==> src/rtl/tmr_slave_pkg.sv <==
package tmr_slave_pkg;

    typedef enum logic [3:0] {
        SM_OFF    = 4'b0000,
        SM_ENC_B  = 4'b0001,
        SM_ENC_A  = 4'b0010,
        SM_ENC_AB = 4'b0011,
        SM_RESET  = 4'b0100,
        SM_GATED  = 4'b0101,
        SM_TRIG   = 4'b0110,
        SM_EXTCLK = 4'b0111,
        SM_COMBO  = 4'b1000
    } smode_e;

    typedef enum logic [1:0] {
        TS_NONE = 2'd0,
        TS_IN1  = 2'd1,
        TS_IN2  = 2'd2,
        TS_EXT  = 2'd3
    } tsrc_e;

    // index of each pin in the synchroniser bank
    localparam int PIN_IN1 = 0;
    localparam int PIN_IN2 = 1;
    localparam int PIN_EXT = 2;
    localparam int NUM_PINS = 3;

    typedef struct packed {
        logic tick;    // advance the counter one step
        logic down;    // step direction
        logic reinit;  // clear to zero with update
        logic start;   // set counter-enable
        logic enc;     // encoder mode active: direction output tracks steps
    } ctl_t;

    function automatic tsrc_e decode_tsel(input logic [2:0] code);
        case (code)
            3'b101:  return TS_IN1;
            3'b110:  return TS_IN2;
            3'b111:  return TS_EXT;
            default: return TS_NONE;
        endcase
    endfunction

    // returns {valid, down}; levels are the values after the edge
    function automatic logic [1:0] quad_eval(input logic a_chg, input logic b_chg,
                                             input logic a_lvl, input logic b_lvl,
                                             input logic use_a, input logic use_b);
        logic ea;
        logic eb;
        ea = a_chg & use_a;
        eb = b_chg & use_b;
        if (ea && eb)  return 2'b00;
        else if (ea)   return {1'b1, a_lvl == b_lvl};
        else if (eb)   return {1'b1, b_lvl != a_lvl};
        else           return 2'b00;
    endfunction

endpackage

==> src/rtl/tmr_insync.sv <==
module tmr_insync #(
    parameter int N      = 3,
    parameter int STAGES = 2
) (
    input  logic         clk,
    input  logic         rst,
    input  logic [N-1:0] d_i,
    output logic [N-1:0] lvl_o,
    output logic [N-1:0] chg_o
);
    localparam int MSB = STAGES - 1;

    for (genvar i = 0; i < N; i++) begin : g_pin
        logic [STAGES-1:0] sh;
        logic              prev;
        always_ff @(posedge clk) begin
            if (rst) begin
                sh   <= '0;
                prev <= 1'b0;
            end else begin
                sh   <= {sh[MSB-1:0], d_i[i]};
                prev <= sh[MSB];
            end
        end
        assign lvl_o[i] = sh[MSB];
        assign chg_o[i] = sh[MSB] ^ prev;
    end

endmodule

==> src/rtl/tmr_mode_dec.sv <==
module tmr_mode_dec
    import tmr_slave_pkg::*;
(
    input  logic [3:0]          mode_i,
    input  logic [2:0]          tsel_i,
    input  logic                ext_clk2_en_i,
    input  logic [NUM_PINS-1:0] lvl_i,
    input  logic [NUM_PINS-1:0] chg_i,
    output ctl_t                ctl_o
);
    tsrc_e      src;
    logic       trg_lvl;
    logic       trg_rise;
    logic       ext_rise;
    logic       ext2;
    logic       base_tick;
    logic [1:0] q;

    always_comb begin
        src = decode_tsel(tsel_i);
        case (src)
            TS_IN1:  trg_lvl = lvl_i[PIN_IN1];
            TS_IN2:  trg_lvl = lvl_i[PIN_IN2];
            TS_EXT:  trg_lvl = lvl_i[PIN_EXT];
            default: trg_lvl = 1'b0;
        endcase
        case (src)
            TS_IN1:  trg_rise = lvl_i[PIN_IN1] & chg_i[PIN_IN1];
            TS_IN2:  trg_rise = lvl_i[PIN_IN2] & chg_i[PIN_IN2];
            TS_EXT:  trg_rise = lvl_i[PIN_EXT] & chg_i[PIN_EXT];
            default: trg_rise = 1'b0;
        endcase
        ext_rise = lvl_i[PIN_EXT] & chg_i[PIN_EXT];
        ext2 = ext_clk2_en_i | ((mode_i == SM_EXTCLK) && (src == TS_EXT));
        if (ext2)                     base_tick = ext_rise;
        else if (mode_i == SM_EXTCLK) base_tick = trg_rise;
        else                          base_tick = 1'b1;

        q = quad_eval(chg_i[PIN_IN1], chg_i[PIN_IN2], lvl_i[PIN_IN1], lvl_i[PIN_IN2],
                      (mode_i == SM_ENC_A) || (mode_i == SM_ENC_AB),
                      (mode_i == SM_ENC_B) || (mode_i == SM_ENC_AB));

        ctl_o = '0;
        case (mode_i)
            SM_ENC_B, SM_ENC_A, SM_ENC_AB: begin
                ctl_o.tick = q[1];
                ctl_o.down = q[0];
                ctl_o.enc  = 1'b1;
            end
            SM_RESET: begin
                ctl_o.tick   = base_tick;
                ctl_o.reinit = trg_rise;
            end
            SM_GATED: ctl_o.tick = base_tick & trg_lvl;
            SM_TRIG: begin
                ctl_o.tick  = base_tick;
                ctl_o.start = trg_rise;
            end
            SM_COMBO: begin
                ctl_o.tick   = base_tick;
                ctl_o.reinit = trg_rise;
                ctl_o.start  = trg_rise;
            end
            default: ctl_o.tick = base_tick;
        endcase
    end

endmodule

==> src/rtl/tmr_count_core.sv <==
module tmr_count_core
    import tmr_slave_pkg::*;
#(
    parameter int CNT_W = 16
) (
    input  logic             clk,
    input  logic             rst,
    input  ctl_t             ctl_i,
    input  logic             cen_set_i,
    input  logic             cen_clr_i,
    input  logic [CNT_W-1:0] arr_i,
    output logic [CNT_W-1:0] cnt_o,
    output logic             dir_down_o,
    output logic             upd_o,
    output logic             cen_o
);
    logic [CNT_W-1:0] cnt_q;
    logic             dir_q;
    logic             upd_q;
    logic             cen_q;

    always_ff @(posedge clk) begin
        if (rst) begin
            cnt_q <= '0;
            dir_q <= 1'b0;
            upd_q <= 1'b0;
            cen_q <= 1'b0;
        end else begin
            upd_q <= 1'b0;
            if (ctl_i.start || cen_set_i) cen_q <= 1'b1;
            else if (cen_clr_i)           cen_q <= 1'b0;
            if (!ctl_i.enc) dir_q <= 1'b0;
            if (ctl_i.reinit) begin
                cnt_q <= '0;
                upd_q <= 1'b1;
            end else if (ctl_i.tick && cen_q) begin
                if (ctl_i.enc) dir_q <= ctl_i.down;
                if (ctl_i.down) begin
                    if (cnt_q == '0) begin
                        cnt_q <= arr_i;
                        upd_q <= 1'b1;
                    end else begin
                        cnt_q <= cnt_q - 1'b1;
                    end
                end else begin
                    if (cnt_q >= arr_i) begin
                        cnt_q <= '0;
                        upd_q <= 1'b1;
                    end else begin
                        cnt_q <= cnt_q + 1'b1;
                    end
                end
            end
        end
    end

    assign cnt_o      = cnt_q;
    assign dir_down_o = dir_q;
    assign upd_o      = upd_q;
    assign cen_o      = cen_q;


    reinit_clear_chk: assert property (@(posedge clk) disable iff (rst)
        ctl_i.reinit |=> (cnt_q == '0) && upd_q);


    upd_value_chk: assert property (@(posedge clk) disable iff (rst)
        upd_q |-> (cnt_q == '0) || (cnt_q == $past(arr_i)));


    idle_hold_chk: assert property (@(posedge clk) disable iff (rst)
        (!cen_q && !ctl_i.reinit) |=> $stable(cnt_q));

endmodule

==> src/rtl/tmr_slave_ctl.sv <==
module tmr_slave_ctl
    import tmr_slave_pkg::*;
#(
    parameter int CNT_W = 16
) (
    input  logic             clk,
    input  logic             rst,
    input  logic [3:0]       mode_i,
    input  logic [2:0]       tsel_i,
    input  logic             ext_clk2_en_i,
    input  logic             ext_pol_i,
    input  logic             cen_set_i,
    input  logic             cen_clr_i,
    input  logic [CNT_W-1:0] arr_i,
    input  logic             in1_i,
    input  logic             in2_i,
    input  logic             ext_i,
    output logic [CNT_W-1:0] cnt_o,
    output logic             dir_down_o,
    output logic             upd_o,
    output logic             cen_o
);
    logic [NUM_PINS-1:0] pins;
    logic [NUM_PINS-1:0] lvl;
    logic [NUM_PINS-1:0] chg;
    ctl_t                ctl;

    always_comb begin
        pins          = '0;
        pins[PIN_IN1] = in1_i;
        pins[PIN_IN2] = in2_i;
        pins[PIN_EXT] = ext_i ^ ext_pol_i;
    end

    tmr_insync #(.N(NUM_PINS), .STAGES(2)) u_sync (
        .clk   (clk),
        .rst   (rst),
        .d_i   (pins),
        .lvl_o (lvl),
        .chg_o (chg)
    );

    tmr_mode_dec u_dec (
        .mode_i        (mode_i),
        .tsel_i        (tsel_i),
        .ext_clk2_en_i (ext_clk2_en_i),
        .lvl_i         (lvl),
        .chg_i         (chg),
        .ctl_o         (ctl)
    );

    tmr_count_core #(.CNT_W(CNT_W)) u_core (
        .clk        (clk),
        .rst        (rst),
        .ctl_i      (ctl),
        .cen_set_i  (cen_set_i),
        .cen_clr_i  (cen_clr_i),
        .arr_i      (arr_i),
        .cnt_o      (cnt_o),
        .dir_down_o (dir_down_o),
        .upd_o      (upd_o),
        .cen_o      (cen_o)
    );


    gated_hold_chk: assert property (@(posedge clk) disable iff (rst)
        (mode_i == SM_GATED && tsel_i == 3'b101 && !lvl[PIN_IN1]) |=> $stable(cnt_o));


    enc_step_chk: assert property (@(posedge clk) disable iff (rst)
        (mode_i == SM_ENC_B || mode_i == SM_ENC_A || mode_i == SM_ENC_AB) |=>
            (cnt_o == $past(cnt_o)) || (cnt_o == $past(cnt_o) + 1'b1) ||
            (cnt_o == $past(cnt_o) - 1'b1) || (cnt_o == '0) || (cnt_o == $past(arr_i)));


    no_trig_chk: assert property (@(posedge clk) disable iff (rst)
        (mode_i == SM_RESET && decode_tsel(tsel_i) == TS_NONE) |=> !upd_o || (cnt_o == '0));

endmodule

==> config.mk <==
export PLATFORM = sky130hd
export DESIGN_NAME = tmr_slave_ctl
export DESIGN_NICKNAME = d
export VERILOG_FILES = /design/src/rtl/tmr_slave_pkg.sv /design/src/rtl/tmr_insync.sv /design/src/rtl/tmr_mode_dec.sv /design/src/rtl/tmr_count_core.sv /design/src/rtl/tmr_slave_ctl.sv
export SDC_FILE = /design/constraint.sdc
export NUM_CORES = 1
export LEC_CHECK = 0
export BUFFER_PORTS_ARGS = -buffer_cell sky130_fd_sc_hd__buf_2
export CORE_AREA = 4 4 98 81
export CTS_CLUSTER_DIAMETER = 40
export DETAILED_ROUTE_END_ITERATION = 10
export DIE_AREA = 0 0 102 85
export GPL_TIMING_DRIVEN = 0
export HOLD_SLACK_MARGIN = 0.02
export PLACE_DENSITY_LB_ADDON = 0.1
export RECOVER_POWER = 25
export SLEW_MARGIN = 40
export SYNTH_ARGS = -nofsm -noshare
export SYNTH_HDL_FRONTEND = slang
export SYNTH_SLANG_ARGS = --single-unit
==> constraint.sdc <==
create_clock -name clk -period 3.1 [get_ports clk]
set_input_delay 0.62 -clock clk [delete_from_list [all_inputs] [get_ports clk]]
set_output_delay 0.62 -clock clk [all_outputs]
set_load 0.05 [all_outputs]
[Word-level counts from Yosys, hierarchy flattened]
Cells that the tools add are included.
Storage, ports and cells
  register bits: 28
  word-level logic and storage cells: 79
  output and inout port bits: 19
  input port bits: 32
Operators by class
  reduce and logical (&&, ||, !) cells: 12
  equal/unequal tests: 16
  bitwise logic cells: 11
  add/sub/neg operators: 2
  multiplexer cells: 27
  order comparisons: 1
Operator list (count)
  16-bit two-way mux: 3
  1-bit two-way mux: 17
  16-bit by 1-bit adder with 16-bit output (second input constant): 1
  4-bit by 3-bit equality test with 1-bit output (second input constant): 4
  16-bit >= comparator: 1
  16-bit zero test: 1
  16-bit by 1-bit subtractor with 16-bit output (second input constant): 1
  3-bit equality test (second input constant): 3
  4-bit by 2-bit equality test with 1-bit output (second input constant): 2
  1-bit AND: 6
  2-bit two-way mux: 3
  1-bit one-hot mux with 3 select lines: 2
  2-bit one-hot mux with 3 select lines: 1
  2-bit OR reduction: 3
  2-bit equality test (second input constant): 2
  4-bit by 1-bit equality test with 1-bit output (second input constant): 1
  4-bit equality test (second input constant): 1
  1-bit XOR: 4
  1-bit logical AND: 3
  1-bit logical OR: 3
  3-bit OR reduction: 1
  2-bit by 1-bit equality test with 1-bit output (second input constant): 1
  1-bit one-hot mux with 2 select lines: 1
  2-bit nonzero test: 1
  3 further kinds: 3

[Depth between registers and ports, before layout]
  depth in word-level cells: 11
  depth in mapped cells: 12
  gate-level depth less buffers: 10

[By module]
A second synthesis with hierarchy kept.
Second synthesis, totals
  cells, all modules: 350
  area, all modules: 2636.3 um^2
By module, submodules not included
  tmr_count_core: instances 1, area an instance 2094.5 um^2, cells each 287, sequential area each 380.4 um^2
  tmr_insync: instances 1, area an instance 285.3 um^2, cells each 24, sequential area each 180.2 um^2
  tmr_mode_dec: instances 1, area an instance 247.7 um^2, cells each 38, sequential area each 0.0 um^2
  tmr_slave_ctl: instances 1, area an instance 8.8 um^2, cells each 1, sequential area each 0.0 um^2

[Least setup slack after synthesis]
Ideal clock, no wire load.
  path type: flip-flop to flip-flop
  start point: register u_core.cnt_q[0] (netlist: u_core.cnt_o[0])
  end point: register u_core.cnt_q[9] (netlist: u_core.cnt_o[9])
  stages on the path, launching flop included: 9
  library setup time: 0.074 ns
  path slack: 0.491 ns
  period minus slack after synthesis: 2.609 ns
  arrival: 2.535 ns
  data required time: 3.026 ns
  path buffers: 0
  path through: dfxtp_1 -> inv_1 -> ha_1 -> nor3b_1 -> o21ai_0 -> a211oi_1 -> o211ai_2 -> or4_1 -> a31oi_1
Between the ends
  cells in the longest elaborated chain, start to end: 3
  elaborated cells between the ends (all ways): 7
  those cells by class: 2 x add/sub; 1 x order compare; 3 x mux; 1 x reduce/logical
Ends and longest elaborated chain
  from (decl): line tmr_count_core.sv:17  | logic [CNT_W-1:0] cnt_q;
  from (signal assigned): line tmr_count_core.sv:40  | cnt_q <= arr_i;
  from (signal assigned): line tmr_count_core.sv:43  | cnt_q <= cnt_q - 1'b1;
  from (signal assigned): line tmr_count_core.sv:50  | cnt_q <= cnt_q + 1'b1;
  16-bit by 1-bit adder with 16-bit output, or another cell as far along: line tmr_count_core.sv:50
  16-bit two-way mux (on tied branches): line tmr_count_core.sv:46, tmr_count_core.sv:39
  16-bit two-way mux *: line tmr_count_core.sv:38  | if (ctl_i.down) begin
Every way passes the cells marked *; elsewhere a longest branch is shown, timed or not.
A chain may end at the register's enable or synchronous reset.

[Worst setup path in the final report]
  start point: input port arr_i[5]
  end point: register u_core.cnt_q[3] (netlist: u_core.cnt_o[3])
Between the ends
  cells in the longest elaborated chain, start to end: 3
Ends and longest elaborated chain
  from (decl): line tmr_slave_ctl.sv:14  | input logic [CNT_W-1:0] arr_i,
  16-bit >= comparator: line tmr_count_core.sv:46  | if (cnt_q >= arr_i) begin
  16-bit two-way mux: line tmr_count_core.sv:46
  16-bit two-way mux: line tmr_count_core.sv:38
Every way passes these cells.

==> reports/results.ini <==
[layout]
regArea_um2 = 560.5
area_growth_syn_to_layout_pct = 15.57
fin_nets = 459
multi_input_area_um2 = 1916
fin_area_um2 = 3131
final_cell_count_no_fill = 491
drive_above_1_share_pct = 20.54
final_util_pct = 45.42
fillers = 714
diodes = 0

[clock_tree]
cts.clk_slew.worst_paths_ps = 120
clk_latency_ps = 290
post_cts_buffers = 0
ctsRootBufferMaster = clkbuf_8
postCtsHoldBufs = 0
clockBufferDepth = 2
cts_inserted_buffers = 3
cts_htree_levels = 1
clock_sinks = 28
ctsResizeCount = 0
cts_tree = done

[drt]
drc = 0
drt-initial-drc-count = 229
routed-via-count = 2894
avgViaCountPerCell = 5.894
firstDrtPassIters = 4
drtAntennaViolNets = 0
wirelength_um = 8816
wl_per_cell_um = 17.96

[pwr]
p_per_area_nw_per_um2 = 327.5
ir_drop_mv = 0.2184
p_int_uw = 664.0
clockPowerShare_pct = 30.8
switching_share_pct = 35.24
power_frac_comb_pct = 32.0
p_leak_nw = 1.375
seqPwrFrac_pct = 37.2
p_sw_uw = 361.3

[floorplanning]
core_um2 = 6892
initial_core_util_pct = 39.31
ios = 51
die_w_um = 102
die_y_um = 85
die-area_um2 = 8670
fp-row-count = 27

[yosys]
async_flop_share_pct = 0
synth_edf_count = 0
synthCells = 352
synthFlopType = dfxtp_1
ys_warn_count = 0
synth_seq_area_share_pct = 20.69
synth_top_cell_area_share_pct = 20.69
yosysTopAreaCell = dfxtp_1
synth_commonest_cells = 35 x nand2_1, 28 x dfxtp_1, 27 x a21oi_1, 23 x inv_1, 22 x ha_1
syn_area_um2 = 2709
yosysMostFrequentCell = nand2_1
synth_compound_area_share_pct = 25.96
ys_types = 65
synth.avg_cell_area_um2 = 7.696
muxShareOfSynthArea_pct = 0.3695
synth.net_count = 406
synth_area_leaders = dfxtp_1 21%, ha_1 10%, a21oi_1 5.0%
yosys.area_share.simple_pct = 30.21
synthAdderAreaFrac_pct = 10.16
ys_ff_latch = 28
synth_top_family_by_area = simple AND/OR/NAND/NOR gates
synth-xor-area-share_pct = 3.880

[flow_run]
drv_cap = 0

[grt]
grt_overflow = 0
grt_antenna_before_repair = 0
grt_pass1_wl_um = 13820
grt_usage_pct = 20.06
grt_pass1_vias = 2543
grt_max_degree = 17

[run_status]
status = finished, final reports clean

[critical_path]
critical_path_class = in -> reg
cp.required_ps = 3320
path_max_fanout = 10
reg2reg_depth = 8
worst_ep_arrival_time_ps = 3090
worstSetupStartpointType = primary input
end_kind = flop

[placed_design]
hpwl_um = 6689
placed_cells = 487
post_dp_cell_area_um2 = 3058
port_buffers = 48
routabilityCongestion = 0.9133
pre_cts_ws_ps = -31.95

[sta]
final.setup_skew_ps = 8.360
slew_headroom_pct = 49.27
worst_pin_slew_ps = 755.2
fmax_mhz = 348.0
tns_ps = 0
period_needed_ps = 2874
drv_slew = 0
finalSetupViolations = 0
rsz0062_at_grt = no
setup_ws_ps = 226.1
hold_viol_final = 0
finalCritPeriodShare_pct = 92.71

[worst_hold_path]
min_path_cells = 1
holdCritPathClass = reg -> reg

## per-stage QoR
stage	total power, mW	hold slack, ps
after floorplan	0.6125	413.8
after detailed placement	0.7087	422.7
after CTS	1.021	448.8
after global placement	0.7104	419.2
after global routing	1.068	460.8
final	1.025	446.8
## layout by cell type (no fill, tap or decap), types with 4 or more instances in the layout
| cell | Yosys | layout |
|---|---|---|
| inv_1 | 23 | 23 |
| or3_1 | 5 | 5 |
| o32a_1 | 6 | 6 |
| nor4_1 | 4 | 4 |
| clkbuf_1 | 11 | 13 |
| dfxtp_1 | 28 | 28 |
| a211oi_1 | 5 | 5 |
| ha_1 | 22 | 22 |
| nand3_1 | 17 | 17 |
| xnor2_1 | 7 | 7 |
| or2_2 | 4 | 4 |
| nor2b_1 | 12 | 12 |
| buf_2 | 6 | 52 |
| o22ai_1 | 10 | 10 |
| buf_6 | 5 | 5 |
| nand2_1 | 35 | 35 |
| o21ai_0 | 9 | 9 |
| a31oi_1 | 9 | 9 |
| xor2_1 | 5 | 5 |
| nor2_1 | 18 | 18 |
| a211o_1 | 5 | 5 |
| nor3_1 | 13 | 13 |
| a21oi_1 | 27 | 26 |
## sequential cells by signal, summed over array words and instances (netlist names)
register and flops:
u_core.cnt_o 16, u_core.dir_down_o 1, u_sync.g_pin.prev 3, u_core.upd_o 1
u_sync.g_pin.sh 6, u_core.cen_o 1
## worst max-delay path, cell delays in order
cell and delay, ps:
buf_2 80, inv_1 40, ha_1 310, a2111oi_0 450, o21ai_0 250, a211oi_1 390, o211a_2 380, buf_2 300
a21oi_1 110, o22ai_1 160
## power groups by stage
stage | combinational (mW) | sequential, mW | clock (mW)
global placement | 0.321 | 0.390 | 0
finish | 0.328 | 0.382 | 0.315
floorplan | 0.209 | 0.404 | 0
global route | 0.356 | 0.384 | 0.328
CTS | 0.321 | 0.382 | 0.319
detailed placement | 0.319 | 0.390 | 0
## worst paths after layout
check	slack, ps	startpoint	to
hold / removal	450	u_sync.g_pin[1].sh[0]	u_sync.g_pin[1].sh[1]
hold reg to reg	450	u_sync.g_pin[1].sh[0]	u_sync.g_pin[1].sh[1]
setup / recovery	230	arr_i[5]	u_core.cnt_o[3]
setup reg to reg	260	u_sync.g_pin[0].sh[1]	u_core.cnt_o[3]
## cell type report
cell class                      count  area share, %
Buffer                             25          4.796
Clock buffer                        3          1.319
Clock inverter                      1         0.9592
Inverter                           23          2.758
Multi-Input combinational cell    276          61.19
Sequential cell                    28          17.91
Tap cell                           87          3.477
Timing Repair Buffer               48          7.594
## routing by layer
| metal | global-route usage [%] | part of all wire (%) |
|---|---|---|
| met5 | 0 | 0 |
| met4 | 2.503 | 0.91 |
| met3 | 3.122 | 7.6 |
| met2 | 29.68 | 43 |
| met1 | 31.10 | 49 |
## logic make-up after synthesis
family,after synthesis
xor+xnor,12
fa+ha+maj,22
compound gates,100
mux,1
buf+inv,48
flops,28
simple gates,141
Note: power is estimated with default switching activity, not from simulation.
